`src/rtl/crossStamp_pkg.sv`:
```
package crossStamp_pkg;

  // strobes from the sequencer into the datapath
  typedef struct packed {
    logic startTrig;  // trigger accepted: latch floor, stamp, code, index 0
    logic store;      // write capture slot capAddr
    logic takePeak;   // latch amplitude
    logic scanStep;   // advance search, remember corrected sample
    logic loadDiv;    // crossing found: set up divider and coarse count
    logic divStep;    // one restoring-division step
    logic emitValid;  // register a timestamp
    logic emitBad;    // register a rejection
  } ctrl_t;

  typedef enum logic [2:0] {
    ST_IDLE, ST_CAP, ST_WAITPK, ST_SCAN, ST_DIV, ST_EMITV, ST_EMITB
  } state_t;

endpackage

```
`src/rtl/crossStampCtl.sv`:
```
module crossStampCtl
  import crossStamp_pkg::*;
#(
  parameter int DEPTH = 16,
  parameter int FB    = 5,
  localparam int IW   = $clog2(DEPTH),
  localparam int DCW  = $clog2(FB)
) (
  input  logic          clk,
  input  logic          rstN,
  input  logic          trigIn,
  input  logic          peakValid,
  input  logic          hit,
  output ctrl_t         ctrl,
  output logic [IW-1:0] capAddr,
  output logic [IW-1:0] scanIdx
);

  state_t state, nextState;
  logic [IW-1:0]  capCnt;
  logic [IW-1:0]  idx;
  logic [DCW-1:0] divCnt;
  logic           peakSeen;

  assign capAddr = capCnt;
  assign scanIdx = idx;

  always_comb begin
    ctrl      = '0;
    nextState = state;
    unique case (state)
      ST_IDLE: begin
        if (trigIn) begin
          ctrl.startTrig = 1'b1;
          ctrl.takePeak  = peakValid;
          nextState      = ST_CAP;
        end
      end
      ST_CAP: begin
        ctrl.store    = 1'b1;
        ctrl.takePeak = peakValid && !peakSeen;
        if (capCnt == IW'(DEPTH - 1))
          nextState = (peakSeen || peakValid) ? ST_SCAN : ST_WAITPK;
      end
      ST_WAITPK: begin
        ctrl.takePeak = peakValid && !peakSeen;
        if (peakValid) nextState = ST_SCAN;
      end
      ST_SCAN: begin
        ctrl.scanStep = 1'b1;
        if (hit) begin
          if (idx == '0) nextState = ST_EMITB;
          else begin
            ctrl.loadDiv = 1'b1;
            nextState    = ST_DIV;
          end
        end else if (idx == IW'(DEPTH - 1)) begin
          nextState = ST_EMITB;
        end
      end
      ST_DIV: begin
        ctrl.divStep = 1'b1;
        if (divCnt == DCW'(FB - 1)) nextState = ST_EMITV;
      end
      ST_EMITV: begin
        ctrl.emitValid = 1'b1;
        nextState      = ST_IDLE;
      end
      ST_EMITB: begin
        ctrl.emitBad = 1'b1;
        nextState    = ST_IDLE;
      end
      default: nextState = ST_IDLE;
    endcase
  end

  always_ff @(posedge clk or negedge rstN) begin
    if (!rstN) begin
      state    <= ST_IDLE;
      capCnt   <= '0;
      idx      <= '0;
      divCnt   <= '0;
      peakSeen <= 1'b0;
    end else begin
      state <= nextState;
      if (ctrl.startTrig) begin
        capCnt   <= IW'(1);
        idx      <= '0;
        divCnt   <= '0;
        peakSeen <= peakValid;
      end else begin
        if (state == ST_CAP) capCnt <= capCnt + IW'(1);
        if ((state == ST_CAP || state == ST_WAITPK) && peakValid) peakSeen <= 1'b1;
        if (ctrl.scanStep && !hit) idx <= idx + IW'(1);
        if (ctrl.divStep) divCnt <= divCnt + DCW'(1);
      end
    end
  end

  // search never starts without an amplitude in hand
  assert_scan_has_peak_R9: assert property (@(posedge clk) disable iff (!rstN)
    (state == ST_SCAN) |-> peakSeen);

  // a busy sequencer never restarts capture on a trigger
  assert_busy_trig_ignored_R10: assert property (@(posedge clk) disable iff (!rstN)
    (state != ST_IDLE && trigIn) |=> (capCnt != IW'(1) || $past(state) == ST_CAP));

endmodule

```
`src/rtl/crossStampDp.sv`:
```
module crossStampDp
  import crossStamp_pkg::*;
#(
  parameter int SW         = 12,
  parameter int CW         = 16,
  parameter int FB         = 5,
  parameter int DEPTH      = 16,
  parameter int BASE_LOG2  = 3,
  parameter int CODEW      = 6,
  parameter int SCALE_LOG2 = 6,
  parameter int CODE_MIN   = 3,
  parameter int CODE_MAX   = 32,
  parameter int CODE_DEF   = 13,
  localparam int IW        = $clog2(DEPTH),
  localparam int NBASE     = 1 << BASE_LOG2,
  localparam int DW        = SW + 3
) (
  input  logic          clk,
  input  logic          rstN,
  input  ctrl_t         ctrl,
  input  logic [IW-1:0] capAddr,
  input  logic [IW-1:0] scanIdx,
  input  logic [SW-1:0] sampleIn,
  input  logic [SW-1:0] peakIn,
  input  logic [CODEW-1:0] fracCode,
  output logic          hit,
  output logic          stampValid,
  output logic          stampBad,
  output logic [CW-1:0] stampCoarse,
  output logic [FB-1:0] stampFrac
);

  logic [CW-1:0]    coarseCnt;
  logic [SW-1:0]    hist [NBASE];
  logic [SW-1:0]    sampleBuf [DEPTH];
  logic [SW+BASE_LOG2-1:0] histSum;
  logic [SW-1:0]    baseReg;
  logic [CW-1:0]    stampReg;
  logic [CODEW-1:0] codeReg, codeEff;
  logic [SW-1:0]    peakReg;
  logic [SW-1:0]    thr;
  logic [SW+CODEW-1:0] prod;
  logic signed [SW+1:0] corrNow, prevCorr;
  logic signed [DW-1:0] numS, denS;
  logic [DW-1:0]    rem, den, remShift;
  logic [FB-1:0]    quo;
  logic [CW-1:0]    coarseReg;

  // free-running coarse time
  always_ff @(posedge clk or negedge rstN) begin
    if (!rstN) coarseCnt <= '0;
    else       coarseCnt <= coarseCnt + CW'(1);
  end

  // pre-trigger history for the floor estimate
  genvar g;
  generate
    for (g = 0; g < NBASE; g++) begin : gHist
      always_ff @(posedge clk or negedge rstN) begin
        if (!rstN)       hist[g] <= '0;
        else if (g == 0) hist[g] <= sampleIn;
        else             hist[g] <= hist[g-1];
      end
    end
  endgenerate

  always_comb begin
    histSum = '0;
    for (int j = 0; j < NBASE; j++) histSum += (SW+BASE_LOG2)'(hist[j]);
  end

  always_comb begin
    if (fracCode == '0)                      codeEff = CODEW'(CODE_DEF);
    else if (fracCode < CODEW'(CODE_MIN))    codeEff = CODEW'(CODE_MIN);
    else if (fracCode > CODEW'(CODE_MAX))    codeEff = CODEW'(CODE_MAX);
    else                                     codeEff = fracCode;
  end

  // capture window
  always_ff @(posedge clk) begin
    if (ctrl.startTrig)  sampleBuf[0]       <= sampleIn;
    else if (ctrl.store) sampleBuf[capAddr] <= sampleIn;
  end

  always_ff @(posedge clk or negedge rstN) begin
    if (!rstN) begin
      baseReg  <= '0;
      stampReg <= '0;
      codeReg  <= CODEW'(CODE_DEF);
      peakReg  <= '0;
    end else begin
      if (ctrl.startTrig) begin
        baseReg  <= SW'(histSum >> BASE_LOG2);
        stampReg <= coarseCnt;
        codeReg  <= codeEff;
      end
      if (ctrl.takePeak) peakReg <= peakIn;
    end
  end

  // threshold and search
  assign prod    = (SW+CODEW)'(peakReg) * (SW+CODEW)'(codeReg);
  assign thr     = SW'(prod >> SCALE_LOG2);
  assign corrNow = $signed({2'b00, sampleBuf[scanIdx]}) - $signed({2'b00, baseReg});
  assign hit     = corrNow >= $signed({2'b00, thr});

  assign numS = $signed({3'b000, thr}) - $signed({prevCorr[SW+1], prevCorr});
  assign denS = $signed({corrNow[SW+1], corrNow}) - $signed({prevCorr[SW+1], prevCorr});
  assign remShift = {rem[DW-2:0], 1'b0};

  always_ff @(posedge clk or negedge rstN) begin
    if (!rstN) begin
      prevCorr  <= '0;
      rem       <= '0;
      den       <= '0;
      quo       <= '0;
      coarseReg <= '0;
    end else begin
      if (ctrl.scanStep) prevCorr <= corrNow;
      if (ctrl.loadDiv) begin
        rem       <= DW'(numS);
        den       <= DW'(denS);
        quo       <= '0;
        coarseReg <= stampReg + CW'(scanIdx) - CW'(1);
      end else if (ctrl.divStep) begin
        if (remShift >= den) begin
          rem <= remShift - den;
          quo <= {quo[FB-2:0], 1'b1};
        end else begin
          rem <= remShift;
          quo <= {quo[FB-2:0], 1'b0};
        end
      end
    end
  end

  // result registers
  always_ff @(posedge clk or negedge rstN) begin
    if (!rstN) begin
      stampValid  <= 1'b0;
      stampBad    <= 1'b0;
      stampCoarse <= '0;
      stampFrac   <= '0;
    end else begin
      stampValid <= ctrl.emitValid;
      stampBad   <= ctrl.emitBad;
      if (ctrl.emitValid) begin
        stampCoarse <= coarseReg;
        stampFrac   <= quo;
      end
    end
  end

  assert_thr_half_R4: assert property (@(posedge clk) disable iff (!rstN)
    thr <= (peakReg >> 1));

  assert_coarse_in_window_R1: assert property (@(posedge clk) disable iff (!rstN)
    stampValid |-> (CW'(stampCoarse - stampReg) < CW'(DEPTH - 1)));

  assert_valid_single_R11: assert property (@(posedge clk) disable iff (!rstN)
    stampValid |=> !stampValid);

  assert_result_exclusive_R8: assert property (@(posedge clk) disable iff (!rstN)
    !(stampValid && stampBad));

endmodule

```
`src/rtl/crossStamp.sv`:
```
module crossStamp
  import crossStamp_pkg::*;
#(
  parameter int SW        = 12,
  parameter int CW        = 16,
  parameter int FB        = 5,
  parameter int DEPTH     = 16,
  parameter int BASE_LOG2 = 3,
  parameter int CODEW     = 6,
  localparam int IW       = $clog2(DEPTH)
) (
  input  logic             clk,
  input  logic             rstN,
  input  logic [SW-1:0]    sampleIn,
  input  logic             trigIn,
  input  logic             peakValid,
  input  logic [SW-1:0]    peakIn,
  input  logic [CODEW-1:0] fracCode,
  output logic             stampValid,
  output logic             stampBad,
  output logic [CW-1:0]    stampCoarse,
  output logic [FB-1:0]    stampFrac
);

  ctrl_t         ctrl;
  logic [IW-1:0] capAddr, scanIdx;
  logic          hit;

  crossStampCtl #(.DEPTH(DEPTH), .FB(FB)) u_ctl (
    .clk(clk), .rstN(rstN), .trigIn(trigIn), .peakValid(peakValid), .hit(hit),
    .ctrl(ctrl), .capAddr(capAddr), .scanIdx(scanIdx)
  );

  crossStampDp #(
    .SW(SW), .CW(CW), .FB(FB), .DEPTH(DEPTH), .BASE_LOG2(BASE_LOG2), .CODEW(CODEW)
  ) u_dp (
    .clk(clk), .rstN(rstN), .ctrl(ctrl), .capAddr(capAddr), .scanIdx(scanIdx),
    .sampleIn(sampleIn), .peakIn(peakIn), .fracCode(fracCode), .hit(hit),
    .stampValid(stampValid), .stampBad(stampBad),
    .stampCoarse(stampCoarse), .stampFrac(stampFrac)
  );

endmodule

```
`config.mk`:
```
export PLATFORM = sky130hd
export DESIGN_NAME = crossStamp
export DESIGN_NICKNAME = d
export VERILOG_FILES = /design/src/rtl/crossStamp_pkg.sv /design/src/rtl/crossStampCtl.sv /design/src/rtl/crossStampDp.sv /design/src/rtl/crossStamp.sv
export SDC_FILE = /design/constraint.sdc
export NUM_CORES = 1
export LEC_CHECK = 0
export BUFFER_PORTS_ARGS = -buffer_cell sky130_fd_sc_hd__buf_2
export CAP_MARGIN = 20
export CORE_UTILIZATION = 40
export DETAILED_ROUTE_END_ITERATION = 8
export GPL_TIMING_DRIVEN = 0
export PLACE_DENSITY = 0.6
export SETUP_SLACK_MARGIN = 0.05
export SKIP_CTS_REPAIR_TIMING = 1
export SLEW_MARGIN = 15
export SYNTH_ARGS = -nofsm -noshare
export SYNTH_HDL_FRONTEND = slang
export SYNTH_HIERARCHICAL = 1
export SYNTH_SLANG_ARGS = --single-unit
```
`constraint.sdc`:
```
create_clock -name clk -period 17.07 [get_ports clk]
set_input_delay 2.5605 -clock clk [delete_from_list [all_inputs] [get_ports clk]]
set_output_delay 2.5605 -clock clk [all_outputs]
set_load 0.005 [all_outputs]
```
==> results of run 1 <==
==> cells in the mapped netlist (9+ instances only) <==
master	number
nand2_1	81
edfxtp_1	192
buf_2	9
mux4_2	60
mux2i_1	17
nor3_1	34
nor2b_1	20
and3_1	11
inv_1	198
o211ai_1	9
nand4_1	11
a21oi_1	57
dfrtp_1	255
nor2_1	85
mux2_2	56
ha_1	140
xor2_1	37
o21ai_0	69
xnor2_1	51
nand2b_1	13
clkbuf_1	28
a21o_1	25
a31oi_1	12
and2_1	65
nand3_1	32
or3_1	17
o21a_1	18
fa_1	103
a211oi_1	12
==> routing by layer <==
| layer | global-route usage [%] | wire length, microns |
|---|---|---|
| met3 | 2.43 | 2120 |
| met4 | 4.10 | 895 |
| met2 | 28.9 | 25100 |
| met5 | 0 | 0 |
| met1 | 24.5 | 24000 |
==> worst max path at each step <==
stage,depth (start not counted),slack [ns],end
floorplan,25,10.99,u_dp/coarseReg[12]
global placement,1,8.65,u_dp/peakReg[6]
finish,30,9.02,u_dp/rem[5]
detailed placement,30,9.06,u_dp/rem[5]
global route,30,8.58,u_dp/rem[5]
CTS,30,9.02,u_dp/rem[5]
==> state kept, by name, indices dropped and copies added (netlist names) <==
signal / count
u_ctl/capAddr: 4
u_dp/den: 14
u_dp/codeReg: 6
u_ctl/scanIdx: 4
u_ctl/peakSeen: 1
u_dp/prevCorr: 13
u_dp/hist: 96
u_dp/peakReg: 12
u_dp/rem: 14
u_dp/stampFrac: 5
u_dp/coarseReg: 16
u_dp/stampValid: 1
u_dp/coarseCnt: 16
u_dp/stampBad: 1
u_ctl/state: 3
u_dp/quo: 5
u_ctl/divCnt: 3
u_dp/sampleBuf: 192
u_dp/stampCoarse: 16
u_dp/stampReg: 16
u_dp/baseReg: 12
==> layout make-up <==
type                            count  area, sq um  share of cell area [%]
Tap cell                          773          967                    3.55
Inverter                          199          747                    2.74
Multi-Input combinational cell   1162        10900                    40.1
Clock buffer                       65         1340                    4.91
Clock inverter                     23          330                    1.21
Sequential cell                   450        12200                    44.9
Timing Repair Buffer               72          489                    1.80
Buffer                             48          225                   0.827
==> per-stage QoR <==
step / worst slack [ns] / instances / utilization, % / instance area [sq um]
2_1_floorplan: 10.99 / 1859 / - / 24100
3_3_place_gp: 8.65 / 2688 / 42.7 / 25300
3_5_place_dp: 9.06 / 2703 / 43.1 / 25600
4_1_cts: 9.02 / 2791 / 46.0 / 27200
5_1_grt: 8.58 / 2792 / 46.0 / 27200
6_report: 9.02 / 2792 / 46.0 / 27200
==> logic make-up after synthesis <==
family / count (synthesis)
AO/OA/AOI/OAI: 283
XOR/XNOR: 88
adder cells (fa/ha/maj): 245
buffers and inverters: 247
flip-flops: 450
multiplexers: 133
AND/OR/NAND/NOR: 413
==> metrics, run 1 <==
status complete, but fails checks; failing checks DRC; Antenna Diode Count 0; routed vias/inst 5.22; Reg2Reg Setup Slack 9.02 ns; final max-slew violation count 0; Crit Path Class reg2reg; hpwl dp 38.9 mm; fmax 124 MHz; maxcap violations 0; Critical Path Source Type flip-flop; worst-path fanout max 10; Yosys top cell area share 26.5%; most frequent cells in the layout dfrtp_1, inv_1, edfxtp_1; worst path required time 17.52 ns; EDFF count, synth 192; hold endpoint u_dp/hist[22]; CTS HTree Levels 2; Post-Syn Nets 2136; Total GRT Usage 17.5%; Area contributors post-synth dfrtp_1, edfxtp_1, fa_1; I/O pin count 57; Fill cells 5295; CTS tree built; Post-Syn Area 24100 sq um; Seq/Total Area, Yosys 50.8%; root buf cell clkbuf_16; gp weighted congestion 0.864; Rel. slew slack 37.9%; Worst-Margin Slew 0.931 ns; final worst-path cycle share 47.1%; cell family with most CP delay compound AO/OA/AOI/OAI gates; number of buffers added on ports 56; DR DRC count 4; grt total ovfl 0; area share of fa/ha/maj cells after synthesis 15.9%; most common cell after layout, fill and taps aside dfrtp_1; via count 14600; Hold Path Class reg2reg; initial antenna violation count 1; number of cells on the worst reg-to-reg path 30; Core Area 59200 sq um; initial core utilization 40.6%; Yosys cell types 93; Row Count 89; Critical Path End Type flip-flop; Worst Skew 0.0356 ns; DR iter-0 viols 872; Async S/R FF share, synth 57.3%; Synth warnings 6; R2R Path Start u_dp/codeReg[2]; largest net degree at the start of global routing 80; drt wl/cell 18.6 microns; clock buffer depth 3; share of cells above drive strength 1 16.2%; Final setup viols 0; Area Growth Syn to Fin 13.1%; setup_tns 0 ns; fin nets 2259; Crit path buffers/inverters 6; largest family of logic cells by synthesized area adder cells; Synth Area in Compound Gates 8.11%; hold path depth 0; unrepaired setup endpoints after global routing false; Inserted Clock Buffers 49; leading area contributor after synthesis dfrtp_1; die area 61200 sq um; vias in the first global route 15000; Cells after Synth 1859; worst skew pair latency 0.59 ns; CP arrival 8.50 ns; Synth Area in XOR/XNOR 3.20%; multiplexer share of the synthesized area 8.94%; Routed Antenna Nets 0; final hold viol count 0; post-synthesis simple-gate area fraction 9.02%; crit path from u_dp/codeReg[2]; global-route wire length before repair 83.1 mm; drt pass-1 iters 7; CTS Sinks 450; DRT Wirelength 52.1 mm; predominant post-synthesis flop cell dfrtp_1; die width 247 microns; Clk pin slew, worst setup/hold paths 0.06 ns; FF-to-FF End u_dp/rem[5]; CP max stage cell clkbuf_1; minimum clock period 8.05 ns; final hold slack 0.375 ns; Post-Syn Area per Cell 13.0 sq um; max incr delay on CP 0.60 ns; Die Ht 247 microns; hold path startpoint u_dp/hist[34]; synthesized flop and latch total 450
Power of run 1 is left out: the tool's default activity adds up to more than one toggle a clock period on the data nets, which glitch-free logic cannot reach.
==> inputs of run 2 (changes only) <==
--- a/config.mk
+++ b/config.mk
@@ -5,12 +5,13 @@
 export SDC_FILE = /design/constraint.sdc
 export NUM_CORES = 1
 export LEC_CHECK = 0
+export ABC_AREA = 1
 export BUFFER_PORTS_ARGS = -buffer_cell sky130_fd_sc_hd__buf_2
 export CAP_MARGIN = 20
 export CORE_UTILIZATION = 40
 export DETAILED_ROUTE_END_ITERATION = 8
 export GPL_TIMING_DRIVEN = 0
-export PLACE_DENSITY = 0.6
+export PLACE_DENSITY = 0.62
 export SETUP_SLACK_MARGIN = 0.05
 export SKIP_CTS_REPAIR_TIMING = 1
 export SLEW_MARGIN = 15
==> constraint.sdc (replaced) <==
create_clock -name clk -period 6.9 [get_ports clk]
set_input_delay 1.035 -clock clk [delete_from_list [all_inputs] [get_ports clk]]
set_output_delay 1.035 -clock clk [all_outputs]
set_load 0.005 [all_outputs]
==> metrics, run 2 <==
status completed; Critical Path Source Type flip-flop; largest net degree at the start of global routing 103 (+29%); die area 63900 sq um (+4.4%); CTS HTree Levels 2 (unchanged); most frequent cells in the layout nand2_1, inv_1, dfrtp_1; via count 18400 (+26%); Critical Path End Type flip-flop; fmax 155 MHz (+24%); Reg with most FFs u_dp/sampleBuf; final max-slew violation count 0 (unchanged); Async S/R FF share, synth 57.3% (unchanged); I/O pin count 57 (unchanged); Rel. slew slack 38.1% (+0.20 points); routed vias/inst 5.12 (-2.0%); CP arrival 7.01 ns (-1.49 ns); met3 WL 3.20 mm (+51%); initial core utilization 40.6% (-0.041 points); final hold slack 0.377 ns (+0.00227 ns); final hold viol count 0 (unchanged); grt total ovfl 0 (unchanged); minimum clock period 6.47 ns (-1.58 ns); DRT Wirelength 61.3 mm (+18%); drt wl/cell 17.1 microns (-8.6%); fin nets 2998 (+33%); leading area contributor after synthesis dfrtp_1; Inserted Clock Buffers 50 (+2.0%); global-route wire length before repair 99.2 mm (+19%); DR DRC count 0 (-4); Hold Path Class reg2reg; Yosys top cell area share 25.4% (-1.1 points); Metal-1 WL 27.6 mm (+15%); max incr delay on CP 0.55 ns (-0.05 ns); clock buffer depth 3 (unchanged); CTS tree built; hpwl dp 45.6 mm (+17%); Routed Antenna Nets 0 (unchanged); maxcap violations 0 (unchanged); Post-Syn Area 25100 sq um (+4.4%); initial antenna violation count 2 (+1); Placed Cells 3503 (+30%); Total GRT Usage 19.7% (+2.2 points); number of buffers added on ports 56 (unchanged); root buf cell clkbuf_16; Commonest cells post-synth nand2_1, inv_1, dfrtp_1; Cells after Synth 2601 (+40%); worst skew pair latency 0.62 ns (+0.03 ns); drt pass-1 iters 5 (-2); worst-path fanout max 10 (unchanged); Clk pin slew, worst setup/hold paths 0.06 ns (about the same); largest registers u_dp/sampleBuf: 192 flops, u_dp/hist: 96 flops; Seq/Total Area, Yosys 48.6% (-2.2 points); Worst Skew 0.0318 ns (-0.00382 ns); final worst-path cycle share 93.7% (+47 points); worst path required time 7.45 ns (-10.07 ns); predominant post-synthesis flop cell dfrtp_1; Crit Path Class reg2reg; most common cell after layout, fill and taps aside nand2_1; Antenna Diode Count 0 (unchanged); die width 253 microns (+2.2%); Final setup viols 0 (unchanged); gp weighted congestion 0.870 (+0.72%); vias in the first global route 18600 (+24%); top sig layer met5; final cell count without fillers 3596 (+29%); Post-Syn Nets 2878 (+35%); Core Area 61900 sq um (+4.6%); synthesized flop and latch total 450 (unchanged); Die Ht 253 microns (+2.2%); Worst-Margin Slew 0.927 ns (-0.00398 ns); Row Count 91 (+2.2%); Area contributors post-synth dfrtp_1, edfxtp_1, fa_1; share of cells above drive strength 1 10.0% (-6.2 points); max reg flops 192 (unchanged); Worst path most repeated cell nand2_1; Yosys cell types 59 (-37%); met2 routed WL 29.0 mm (+16%); unrepaired setup endpoints after global routing false; DR iter-0 viols 1532 (+76%); Area Growth Syn to Fin 12.9%; Post-Syn Area per Cell 9.67 sq um (-25%); Synth warnings 6 (unchanged); EDFF count, synth 192 (unchanged); CTS Sinks 450 (unchanged); count leader, synth nand2_1; CP max stage cell dfstp_2
==> run 2: final cells by class <==
type                       count  area, sq um
multi-input combinational   1697        11200
clock inverter                28          305
tap                          837         1050
sequential                   450        12200
clock buffer                  62         1340
buffer                        69          323
fill                        5862        33500
inverter                     384         1450
timing repair buffer          69          465
==> run 2: worst max-delay path: cells and delay by family, from the launching register on <==
| kind | cells | cell delay (ns) |
|---|---|---|
| flops | 1 | 0.55 |
| compound gates | 6 | 0.99 |
| buf+inv | 7 | 1.04 |
| fa+ha+maj | 5 | 2.15 |
| simple gates | 18 | 1.65 |
==> run 2: cells by family (layout without fill, tap and decap cells) <==
group                      after synthesis  after routing  share of synthesized area [%]
AOI/OAI and AO/OA                      449            449                           10.4
adders and majority gates              243            243                           15.2
DFF                                    450            450                           48.6
muxes                                   29             29                           1.30
buffers and inverters                  454            612                           6.97
and+or+nand+nor                        907            907                           15.1
xor gates and xnor gates                69             69                           2.49
==> run 2: path summary, 6_finish.rpt <==
check,start,to,slack (ns),cells past startpoint
min,u_dp/hist[60],u_dp/hist[48],0.38,0
min in group asynchronous,rstN,u_dp/hist[55],0.42,1
max in group asynchronous,rstN,u_dp/rem[3],5.13,3
max reg2reg,u_dp/codeReg[3],u_dp/rem[2],0.43,36
min reg2reg,u_dp/hist[60],u_dp/hist[48],0.38,0
max,u_dp/codeReg[3],u_dp/rem[2],0.43,36
==> run 2: layer usage <==
metal,vias up,global-route usage [%]
li1,8830,-
met1,8971,26.5
met2,499,32.8
met3,104,3.08
met4,4,5.58
met5,-,0
==> run 2: metrics by stage <==
| stage | worst slack [ns] | setup TNS (ns) | utilization [%] | cell area [sq um] |
|---|---|---|---|---|
| 3_3_place_gp | -0.793 | -27.93 | 42.7 | 26500 |
| 5_1_grt | 0.0128 | 0 | 45.8 | 28400 |
| 6_report | 0.432 | 0 | 45.8 | 28400 |
| 2_1_floorplan | 0.876 | 0 | - | 25100 |
| 4_1_cts | -0.905 | -34.23 | 45.7 | 28300 |
| 3_5_place_dp | -0.843 | -30.61 | 43.1 | 26700 |
Power of run 2 is left out for the same reason.
